<file path="config.mk">
export PLATFORM = sky130hd
export DESIGN_NAME = postmod_agu
export DESIGN_NICKNAME = d
export VERILOG_FILES = /design/src/rtl/postmod_agu_pkg.sv /design/src/rtl/postmod_agu_ctrl.sv /design/src/rtl/postmod_agu_dp.sv /design/src/rtl/postmod_agu.sv
export SDC_FILE = /design/constraint.sdc
export NUM_CORES = 1
export LEC_CHECK = 0
export BUFFER_PORTS_ARGS = -buffer_cell sky130_fd_sc_hd__buf_2
export CORE_AREA = 2 2 342 344
export CTS_BUF_LIST = sky130_fd_sc_hd__clkbuf_16
export CTS_CLUSTER_DIAMETER = 120
export CTS_CLUSTER_SIZE = 20
export DETAILED_ROUTE_END_ITERATION = 8
export DIE_AREA = 0 0 344 346
export GPL_TIMING_DRIVEN = 0
export PLACE_DENSITY = 0.46
export SKIP_CTS_REPAIR_TIMING = 1
export SYNTH_ARGS = -nofsm -noshare
export SYNTH_HDL_FRONTEND = slang
export SYNTH_SLANG_ARGS = --single-unit
</file>
<file path="constraint.sdc">
create_clock -name clk -period 16.8 [get_ports clk]
set_input_delay 2.52 -clock clk [delete_from_list [all_inputs] [get_ports clk]]
set_output_delay 2.52 -clock clk [all_outputs]
set_load 0.02 [all_outputs]
</file>
<file path="src/rtl/postmod_agu_pkg.sv">
package postmod_agu_pkg;

  localparam int OP_W   = 7;
  localparam int PTR_W  = 4;
  localparam int MODE_W = 3;
  localparam logic [PTR_W-1:0]  PTR_NONE    = '0;
  localparam logic [PTR_W-1:0]  PTR_BAD     = '1;
  localparam logic [MODE_W-1:0] MODE_DEC    = 3'd6;
  localparam logic [MODE_W-1:0] MODE_INC    = 3'd7;
  localparam logic [OP_W-1:0]   OP_NOSTORE  = 7'h07;

  typedef enum logic [1:0] {
    MOD_NONE = 2'd0,
    MOD_DEC  = 2'd1,
    MOD_INC  = 2'd2,
    MOD_IDX  = 2'd3
  } modKind_e;

  // Decoded view of one operand, used inside the control
  typedef struct packed {
    logic              isMem;
    logic [PTR_W-1:0]  ptr;
    logic [MODE_W-1:0] mode;
    modKind_e          kind;
    logic              bad;
  } opDec_t;

  // Strobes the control hands to one datapath lane
  typedef struct packed {
    logic              isMem;
    logic [PTR_W-1:0]  ptr;
    logic [MODE_W-1:0] mode;
    modKind_e          kind;
    logic              wrEn;
  } opStrobe_t;

  function automatic modKind_e kindOf(input logic [MODE_W-1:0] mode);
    case (mode)
      3'd0:     kindOf = MOD_NONE;
      MODE_DEC: kindOf = MOD_DEC;
      MODE_INC: kindOf = MOD_INC;
      default:  kindOf = MOD_IDX;
    endcase
  endfunction

  function automatic opDec_t decodeOp(input logic [OP_W-1:0] op, input logic isDst);
    opDec_t d;
    d.ptr   = op[OP_W-1:MODE_W];
    d.mode  = op[MODE_W-1:0];
    d.isMem = (d.ptr != PTR_NONE);
    d.kind  = d.isMem ? kindOf(d.mode) : MOD_NONE;
    if (d.ptr == PTR_BAD)
      d.bad = 1'b1;
    else if (!d.isMem)
      d.bad = isDst ? (d.mode != MODE_INC) : d.mode[2];
    else
      d.bad = 1'b0;
    return d;
  endfunction

endpackage

</file>
<file path="src/rtl/postmod_agu_ctrl.sv">
module postmod_agu_ctrl
  import postmod_agu_pkg::*;
#(
  parameter int NREG = 20
) (
  input  logic            clk,
  input  logic            rstN,
  input  logic            instValid,
  input  logic [OP_W-1:0] xOp,
  input  logic [OP_W-1:0] yOp,
  input  logic [OP_W-1:0] zOp,
  output opStrobe_t       xStb,
  output opStrobe_t       yStb,
  output opStrobe_t       zStb,
  output logic [1:0]      xAcc,
  output logic [1:0]      yAcc,
  output logic            zStore,
  output logic            illegal,
  output logic            hazard,
  output logic            hazardDec
);

  localparam int IDX_BASE = NREG - 6;

  opDec_t xDec, yDec, zDec;
  logic   xMod, yMod, zMod, sameXY;
  logic   prevValid, prevDec;
  logic [PTR_W-1:0] prevReg;

  function automatic logic readsReg(input opDec_t d, input logic [PTR_W-1:0] r);
    int idxNum;
    idxNum = IDX_BASE + int'(d.mode);
    return d.isMem && ((d.ptr == r) || (d.kind == MOD_IDX && idxNum == int'(r)));
  endfunction

  always_comb begin
    xDec = decodeOp(xOp, 1'b0);
    yDec = decodeOp(yOp, 1'b0);
    zDec = decodeOp(zOp, 1'b1);
  end

  assign illegal = instValid && (xDec.bad || yDec.bad || zDec.bad);

  assign xMod   = instValid && !illegal && xDec.isMem && (xDec.kind != MOD_NONE);
  assign yMod   = instValid && !illegal && yDec.isMem && (yDec.kind != MOD_NONE);
  assign zMod   = instValid && !illegal && zDec.isMem && (zDec.kind != MOD_NONE);
  assign sameXY = xMod && yMod && (xDec.ptr == yDec.ptr);

  always_comb begin
    xStb = '{isMem: xDec.isMem, ptr: xDec.ptr, mode: xDec.mode, kind: xDec.kind,
             wrEn: xMod && !sameXY};
    yStb = '{isMem: yDec.isMem, ptr: yDec.ptr, mode: yDec.mode, kind: yDec.kind,
             wrEn: yMod};
    zStb = '{isMem: zDec.isMem, ptr: zDec.ptr, mode: zDec.mode, kind: zDec.kind,
             wrEn: zMod};
  end

  assign xAcc   = xDec.isMem ? 2'd0 : xOp[1:0];
  assign yAcc   = yDec.isMem ? 2'd0 : yOp[1:0];
  assign zStore = instValid && !illegal && zDec.isMem;

  // One-cycle history of the destination pointer update
  always_ff @(posedge clk) begin
    if (!rstN) begin
      prevValid <= 1'b0;
      prevReg   <= '0;
      prevDec   <= 1'b0;
    end else begin
      prevValid <= zMod;
      prevReg   <= zDec.ptr;
      prevDec   <= (zDec.kind == MOD_DEC);
    end
  end

  assign hazard    = instValid && prevValid &&
                     (readsReg(xDec, prevReg) || readsReg(yDec, prevReg));
  assign hazardDec = hazard && prevDec;

  AST_PTR15_ILLEGAL: assert property (@(posedge clk) disable iff (!rstN)
    (instValid && (xOp[6:3] == 4'hF || yOp[6:3] == 4'hF || zOp[6:3] == 4'hF)) |-> illegal);
  AST_ILLEGAL_NO_WRITE: assert property (@(posedge clk) disable iff (!rstN)
    illegal |-> !(xStb.wrEn || yStb.wrEn || zStb.wrEn));
  AST_NOSTORE_QUIET: assert property (@(posedge clk) disable iff (!rstN)
    (instValid && zOp == OP_NOSTORE) |-> (!zStore && !zStb.wrEn));
  AST_XY_DISTINCT: assert property (@(posedge clk) disable iff (!rstN)
    (xStb.wrEn && yStb.wrEn) |-> (xStb.ptr != yStb.ptr));
  AST_HAZARD_NEEDS_UPDATE: assert property (@(posedge clk) disable iff (!rstN)
    hazard |-> $past(zStb.wrEn));
  AST_IDLE_QUIET: assert property (@(posedge clk) disable iff (!rstN)
    !instValid |-> !(hazard || zStore || xStb.wrEn || yStb.wrEn || zStb.wrEn));

endmodule

</file>
<file path="src/rtl/postmod_agu_dp.sv">
module postmod_agu_dp
  import postmod_agu_pkg::*;
#(
  parameter int NREG = 20,
  parameter int DW   = 32,
  parameter int SW   = 3
) (
  input  logic               clk,
  input  logic               rstN,
  input  logic [NREG*DW-1:0] regFlat,
  input  opStrobe_t          stb,
  input  logic [SW-1:0]      step,
  output logic [DW-1:0]      addr,
  output logic               wrEn,
  output logic [PTR_W-1:0]   wrIdx,
  output logic [DW-1:0]      wrData
);

  localparam int IDX_BASE = NREG - 6;

  logic [DW-1:0] ptrVal, idxVal, stepExt;
  int            idxNum;

  assign ptrVal  = regFlat[int'(stb.ptr)*DW +: DW];
  assign idxNum  = (stb.kind == MOD_IDX) ? IDX_BASE + int'(stb.mode) : 0;
  assign idxVal  = regFlat[idxNum*DW +: DW];
  assign stepExt = DW'(step);

  assign addr  = stb.isMem ? ptrVal : '0;
  assign wrEn  = stb.wrEn;
  assign wrIdx = stb.ptr;

  always_comb begin
    case (stb.kind)
      MOD_DEC: wrData = ptrVal - stepExt;
      MOD_INC: wrData = ptrVal + stepExt;
      MOD_IDX: wrData = ptrVal + idxVal;
      default: wrData = ptrVal;
    endcase
  end

  AST_NOMOD_NOWRITE: assert property (@(posedge clk) disable iff (!rstN)
    (stb.kind == MOD_NONE) |-> !wrEn);
  AST_WRITE_ONLY_MEM: assert property (@(posedge clk) disable iff (!rstN)
    wrEn |-> stb.isMem);

endmodule

</file>
<file path="src/rtl/postmod_agu.sv">
module postmod_agu
  import postmod_agu_pkg::*;
#(
  parameter int NREG = 20,
  parameter int DW   = 32,
  parameter int SW   = 3
) (
  input  logic               clk,
  input  logic               rstN,
  input  logic               instValid,
  input  logic [6:0]         xOp,
  input  logic [6:0]         yOp,
  input  logic [6:0]         zOp,
  input  logic [SW-1:0]      srcStep,
  input  logic [SW-1:0]      dstStep,
  input  logic [NREG*DW-1:0] regFlat,
  output logic               xIsMem,
  output logic [1:0]         xAcc,
  output logic [DW-1:0]      xAddr,
  output logic               xWrEn,
  output logic [3:0]         xWrIdx,
  output logic [DW-1:0]      xWrData,
  output logic               yIsMem,
  output logic [1:0]         yAcc,
  output logic [DW-1:0]      yAddr,
  output logic               yWrEn,
  output logic [3:0]         yWrIdx,
  output logic [DW-1:0]      yWrData,
  output logic               zStore,
  output logic [DW-1:0]      zAddr,
  output logic               zWrEn,
  output logic [3:0]         zWrIdx,
  output logic [DW-1:0]      zWrData,
  output logic               illegal,
  output logic               hazard,
  output logic               hazardDec
);

  localparam int NLANE = 3;

  opStrobe_t                  xStb, yStb, zStb;
  opStrobe_t [NLANE-1:0]      laneStb;
  logic [NLANE-1:0][SW-1:0]   laneStep;
  logic [NLANE-1:0][DW-1:0]   laneAddr, laneData;
  logic [NLANE-1:0]           laneWr;
  logic [NLANE-1:0][PTR_W-1:0] laneIdx;

  postmod_agu_ctrl #(.NREG(NREG)) u_ctrl (
    .clk(clk), .rstN(rstN), .instValid(instValid),
    .xOp(xOp), .yOp(yOp), .zOp(zOp),
    .xStb(xStb), .yStb(yStb), .zStb(zStb),
    .xAcc(xAcc), .yAcc(yAcc), .zStore(zStore),
    .illegal(illegal), .hazard(hazard), .hazardDec(hazardDec)
  );

  assign laneStb  = {zStb, yStb, xStb};
  assign laneStep = {dstStep, srcStep, srcStep};

  for (genvar g = 0; g < NLANE; g++) begin : g_lane
    postmod_agu_dp #(.NREG(NREG), .DW(DW), .SW(SW)) u_dp (
      .clk(clk), .rstN(rstN), .regFlat(regFlat),
      .stb(laneStb[g]), .step(laneStep[g]),
      .addr(laneAddr[g]), .wrEn(laneWr[g]),
      .wrIdx(laneIdx[g]), .wrData(laneData[g])
    );
  end

  assign xIsMem  = xStb.isMem;
  assign yIsMem  = yStb.isMem;
  assign xAddr   = laneAddr[0];
  assign yAddr   = laneAddr[1];
  assign zAddr   = laneAddr[2];
  assign xWrEn   = laneWr[0];
  assign yWrEn   = laneWr[1];
  assign zWrEn   = laneWr[2];
  assign xWrIdx  = laneIdx[0];
  assign yWrIdx  = laneIdx[1];
  assign zWrIdx  = laneIdx[2];
  assign xWrData = laneData[0];
  assign yWrData = laneData[1];
  assign zWrData = laneData[2];

endmodule

</file>
# [Word level (Yosys, flattened, before mapping)]
# Index checks and enable logic that the tools add are counted.
[totals] word_cells=102 output_inout_bits=217 reg_bits=6
[op_classes] n_addsub=12 n_shift=6 reduce_logical=34 eq_ne=24 muxes=23
[op_table] op="640-bit by 10-bit variable part select with 32-bit output" count=3
[op_table] op="640-bit by 32-bit variable part select with 32-bit output" count=3
[op_table] op="32-bit case mux with 3 select lines" count=3
[op_table] op="32-bit by 3-bit adder with 32-bit output" count=3
[op_table] op="32-bit adder" count=3
[op_table] op="32-bit 2-to-1 mux" count=3
[op_table] op="32-bit by 3-bit subtractor with 32-bit output" count=3
[op_table] op="27-bit 2-to-1 mux" count=3
[op_table] op="32-bit by 5-bit == test with 1-bit output" count=2
[op_table] op="3-bit == test, second input constant" count=6
[op_table] op="1-bit logical AND" count=18
[op_table] op="2-bit case mux with 3 select lines" count=3
[op_table] op="4-bit by 3-bit adder with 5-bit output, first input constant" count=3
[op_table] op="2-bit == test, second input constant" count=6
[op_table] op="4-bit == test" count=3
[op_table] op="4-bit == test, second input constant" count=3
[op_table] op="4-bit nonzero test" count=3
[op_table] op="2-bit 2-to-1 mux" count=5
[op_table] op="3-bit zero test" count=3
[op_table] op="2-bit by 1-bit == test with 1-bit output, second input constant" count=3
[op_table] op="1-bit 2-to-1 mux" count=6
[op_table] op="2-bit nonzero test" count=3
[op_table] op="1-bit logical OR" count=5
[op_table] op="3-bit != test, second input constant" count=1
[op_table] op="1-bit zero test" count=2

# [Logic depth before layout (Yosys ltp)]
[depth] depth_word=14 ltp_mapped=26 mapped_depth_nobuf=21

# [Hierarchy]
# From an unflattened synthesis, not the netlist that was laid out.
[hier_totals] hier_cells=2908 hier_area_um2=29031.6
[modules_own_cells] module="postmod_agu_dp at g_lane[2].u_dp" area_each_um2=9511.6 seq_area_each_um2=0.0 instances=1 cells_per_inst=945
[modules_own_cells] module="postmod_agu_dp at g_lane[0].u_dp" area_each_um2=9326.4 seq_area_each_um2=0.0 instances=1 cells_per_inst=923
[modules_own_cells] module="postmod_agu_dp at g_lane[1].u_dp" area_each_um2=9320.2 seq_area_each_um2=0.0 instances=1 cells_per_inst=924
[modules_own_cells] module="postmod_agu_ctrl" area_each_um2=873.3 seq_area_each_um2=120.1 instances=1 cells_per_inst=116

# [Worst setup path after synthesis]
# No wires, ideal clock.
[synth_timing] kind="input port to output port" startpoint="in zOp[1]" endpoint="out zWrData[30]" slack_ps=6710 arrival_time_ps=7570 path_buffers=6 t_required_ps=14280 cell_stages=24 cell_sequence="clkinv_1 > clkbuf_1 > clkbuf_1 > clkbuf_1 > ha_1 > clkbuf_1 > nand2b_1 > clkbuf_1 > buf_1 > a311oi_1 > a21o_1 > o221a_2 > inv_1 > fa_1 > nor2b_1 > o21ai_0 > a21boi_0 > o31ai_1 > a21oi_1 > o31ai_1 > o211ai_1 > a31oi_1 > or4b_2 > nand3_1"
[synth_between] elab_chain_cells=8 elab_cells_between_ends=13 cone_classes="add/sub: 2; eq/ne: 5; shift: 1; mux: 4; reduce/logical: 1"
[synth_lines] item="start, declared" line_no="postmod_agu.sv:13" source="input logic [6:0] zOp,"
[synth_lines] item="3-bit == test / 3-bit zero test (equally long branches)" line_no="postmod_agu_pkg.sv:38" source="case (mode)"
[synth_lines] item="2-bit case mux with 3 select lines" line_no="postmod_agu_pkg.sv:38"
[synth_lines] item="2-bit 2-to-1 mux" line_no="postmod_agu_pkg.sv:51" source="d.kind = d.isMem ? kindOf(d.mode) : MOD_NONE;"
[synth_lines] item="2-bit == test" line_no="postmod_agu_dp.sv:25, postmod_agu_dp.sv:34"
[synth_lines] item="27-bit 2-to-1 mux" line_no="postmod_agu_dp.sv:25" source="assign idxNum = (stb.kind == MOD_IDX) ? IDX_BASE + int'(stb.mode) : 0;"
[synth_lines] item="640-bit by 32-bit variable part select with 32-bit output" line_no="postmod_agu_dp.sv:26" source="assign idxVal = regFlat[idxNum*DW +: DW];"
[synth_lines] item="32-bit adder" line_no="postmod_agu_dp.sv:37" source="MOD_IDX: wrData = ptrVal + idxVal;"
[synth_lines] item="32-bit case mux with 3 select lines *" line_no="postmod_agu_dp.sv:34" source="case (stb.kind)"
[synth_lines] item="end, declared" line_no="postmod_agu.sv:33" source="output logic [DW-1:0] zWrData,"
# Mark *: on every way between the ends. The rest lies on a longest branch, timed or not.

# [Worst setup path after layout]
[layout_timing] startpoint="in zOp[1]" endpoint="out zWrData[24]"
# Same word-level chain as after synthesis.

==> run_results.csv <==
group,metric,value,unit
power_and_ir_drop,clkPwrFrac,0.017,
global_routing,antenna_found_initial,128,
power_and_ir_drop,powerDensity,69.35,nW/um^2
status,violations,"max-capacitance violations, max-slew violations",
synth,synthCells,3072,
synth,synth_top_family_by_area,"multiplexers",
status,outcome,"complete, but fails checks",
synth,syn_area,28640,sq um
power_and_ir_drop,internal-power,881.4,uW
floorplan,die_x,344,um
sta,timing.slew.headroom,-0.1285,
synth,yosys-top-cells-count,"mux4_2 (598), nand2_1 (427), clkbuf_1 (212), a21oi_1 (185), o21ai_0 (180)",
route,routed-via-count,38610,
sta,setup_viol,0,
power_and_ir_drop,power.switching,1.579,mW
global_routing,grt_max_degree,11,
synth,synth-xor-area-share,0.02660,
placed_design,gp_congestion,1.059,
synth,ys_seq_elements,6,
final_layout,final_nets,4740,
sta,fin_setup_tns,0,ns
run,drv_cap,17,
power_and_ir_drop,p_sw_frac,0.6418,
hold_path,hold_path_class,"input port to flop",
floorplan,fp.dieH,346,um
clock_tree,root_buffer,"clkbuf_16",
synth,yosysSeqAreaShare,0.004194,
power_and_ir_drop,power,2.461,mW
route,drtIter0Drc,6576,
final_layout,postLayoutCellArea,35490,sq um
synth,ys.flop_type,"dfxtp_1",
sta,slew_viol_final,153,
floorplan,initial_core_util,0.2481,
synth,synthArstFlopShare,0,
synth,synthMuxAreaShare,0.5364,
synth,synth_top_area_cell,"mux4_2",
clock_tree,cts.path.max_buffers,2,
placed_design,postPlaceCellArea,35060,sq um
sta,hold_viol_final,0,
final_layout,fillers,12500,
power_and_ir_drop,leakage,13.87,nW
synth,synth_area_leaders,"mux4_2 (47%), nand2_1 (5.6%), mux2i_1 (4.9%)",
power_and_ir_drop,seqPwrFrac,0.007,
synth,ys_warn_count,0,
clock_tree,cts.clk_slew.worst_paths,0.04,ns
sta,period_share,0.9026,
synth,synth_top_cell_area_share,0.4702,
global_routing,grt_pass1_wl,355.3,mm
synth,yosys.cell_types.count,74,
final_layout,seqCellArea,120.1,sq um
critical_path,cp.required,14.28,ns
synth,synth_fa_ha_area_frac,0.04709,
critical_path,critPathKind,"input port to output pin",
final_layout,syn2layout_area_growth,23.90,%
placed_design,dp_hpwl,231.5,mm
route,vias_per_cell,6.923,
sta,min_period,15.16,ns
route,drc,0,
synth,syn_nets,3848,
sta,tightestPinTransition,1.681,ns
synth,synthSimpleGateAreaFrac,0.1513,
sta,grt_setup_unrepaired,"false",
route,antenna_left,0,
clock_tree,cts_buffers,3,
power_and_ir_drop,comb_power_share,0.977,
synth,synth_edf_count,0,
sta,holdWs,2.628,ns
critical_path,cp-end-kind,"output pin",
floorplan,rows,125,
global_routing,grt_pass1_vias,35850,
critical_path,critical_path.max_fanout,10,
synth,syn_avg_cell_area,9.323,sq um
clock_tree,cts_tree,"yes",
route,dr.pass1.iters,6,
synth,synth_compound_area_frac,0.1795,
critical_path,start_kind,"input port",
global_routing,track_usage,0.4510,
global_routing,overflow,0,
clock_tree,htreeDepth,1,
synth,yosysMostFrequentCell,"mux4_2",
floorplan,num_io_pins,887,
final_layout,layout-drive-gt1-share,0.4172,
floorplan,dieArea,119000,sq um
power_and_ir_drop,vdd_ir_drop_max,0.04070,mV
final_layout,multi_input_area,26980,sq um
route,drt-total-wl,279.5,mm
placed_design,io_buffers,874,
route,wl_per_cell,50.12,um
critical_path,worstPathArrival,12.64,ns
sta,fmax,65.94,MHz
clock_tree,numClockSinks,6,
floorplan,core_area,115400,sq um
per-layer routing:
layer,GRT usage,up-vias,wire [um]
li1,-,14390,-
met1,0.5498,19820,100900
met2,0.6536,3490,117000
met3,0.1569,847,35130
met4,0.3319,54,26200
met5,0,-,347
power groups by stage:
stage	Combinational, mW	Clock, mW	Sequential (mW)
6_report	2.40	0.0408	0.0161
5_1_grt	2.45	0.0416	0.0162
4_1_cts	2.31	0.0415	0.0161
3_5_place_dp	2.30	0	0.0163
3_3_place_gp	2.31	0	0.0163
2_1_floorplan	1.31	0	0.0159
logic make-up after synthesis:
family                     after synthesis
muxes                                  782
xor gates and xnor gates                87
buffers and inverters                  388
DFF                                      6
adders and majority gates              106
and+or+nand+nor                        912
AOI/OAI and AO/OA                      791
critical path: stages:
cell and delay (ns):
buf_2 0.15, clkinv_1 0.25, clkbuf_1 0.97, clkbuf_1 1.02, clkbuf_1 0.90, ha_1 0.39
clkbuf_1 0.26, nand2b_1 0.14, clkbuf_1 0.64, clkbuf_1 0.73, nor2_1 0.16, nor3_1 0.21
a221oi_1 0.07, nor2_1 0.27, nor2_1 0.10, ha_1 0.34, nor2b_1 0.14, o21ai_0 0.30
a21boi_0 0.26, o31ai_1 0.72, a21oi_1 0.20, o31ai_1 0.69, o21ai_0 0.38, a21oi_1 0.29
o2111ai_1 0.13, nand4_1 0.17, buf_2 0.19
cell type report:
class                   instances  share of cell area
well taps                    1524             0.05374
clock buffers                   3            0.002116
inverters                      59            0.006241
flip-flops and latches          6            0.003385
multi-input cells            2678              0.7604
repair buffers                887              0.1287
plain buffers                 329             0.03896
diodes                         91            0.006417
final timing paths:
kind,startpoint,to,slack (ns),depth (start not counted)
setup / recovery,zOp[1],zWrData[24],1.64,27
hold / removal,rstN,u_ctrl.prevReg[1],2.63,2
state kept, by name, indices dropped and copies added (netlist names):
register / cells
u_ctrl.prevReg: 4
u_ctrl.prevDec: 1
u_ctrl.prevValid: 1
cell usage in the layout, fill, tap and decap left out, types with 22 or more instances in the layout:
| cell | count |
|---|---|
| clkbuf_1 | 204 |
| mux2_2 | 43 |
| xor2_1 | 35 |
| nor3_1 | 22 |
| o21ai_0 | 180 |
| a21o_1 | 37 |
| a22oi_1 | 40 |
| a221oi_1 | 33 |
| buf_2 | 929 |
| o22ai_1 | 44 |
| a31oi_1 | 37 |
| diode_2 | 91 |
| and3_1 | 45 |
| nor2_1 | 119 |
| nand3_1 | 74 |
| nand2_1 | 427 |
| inv_1 | 54 |
| and2_1 | 82 |
| buf_1 | 41 |
| a311oi_1 | 37 |
| ha_1 | 103 |
| xnor2_1 | 52 |
| mux4_2 | 598 |
| a211oi_1 | 56 |
| mux2i_1 | 141 |
| nor2b_1 | 55 |
| a21oi_1 | 185 |
through the flow:
step / worst slack, ns / instances / util
finish: 1.636 / 5577 / 0.3074
global route: 1.624 / 5521 / 0.3062
CTS: 2.168 / 5479 / 0.3044
detailed placement: 2.188 / 5476 / 0.3038
global placement: 2.157 / 5470 / 0.3026
floorplan: 6.710 / 3072 / -
Power figures use the tool's default switching activity.
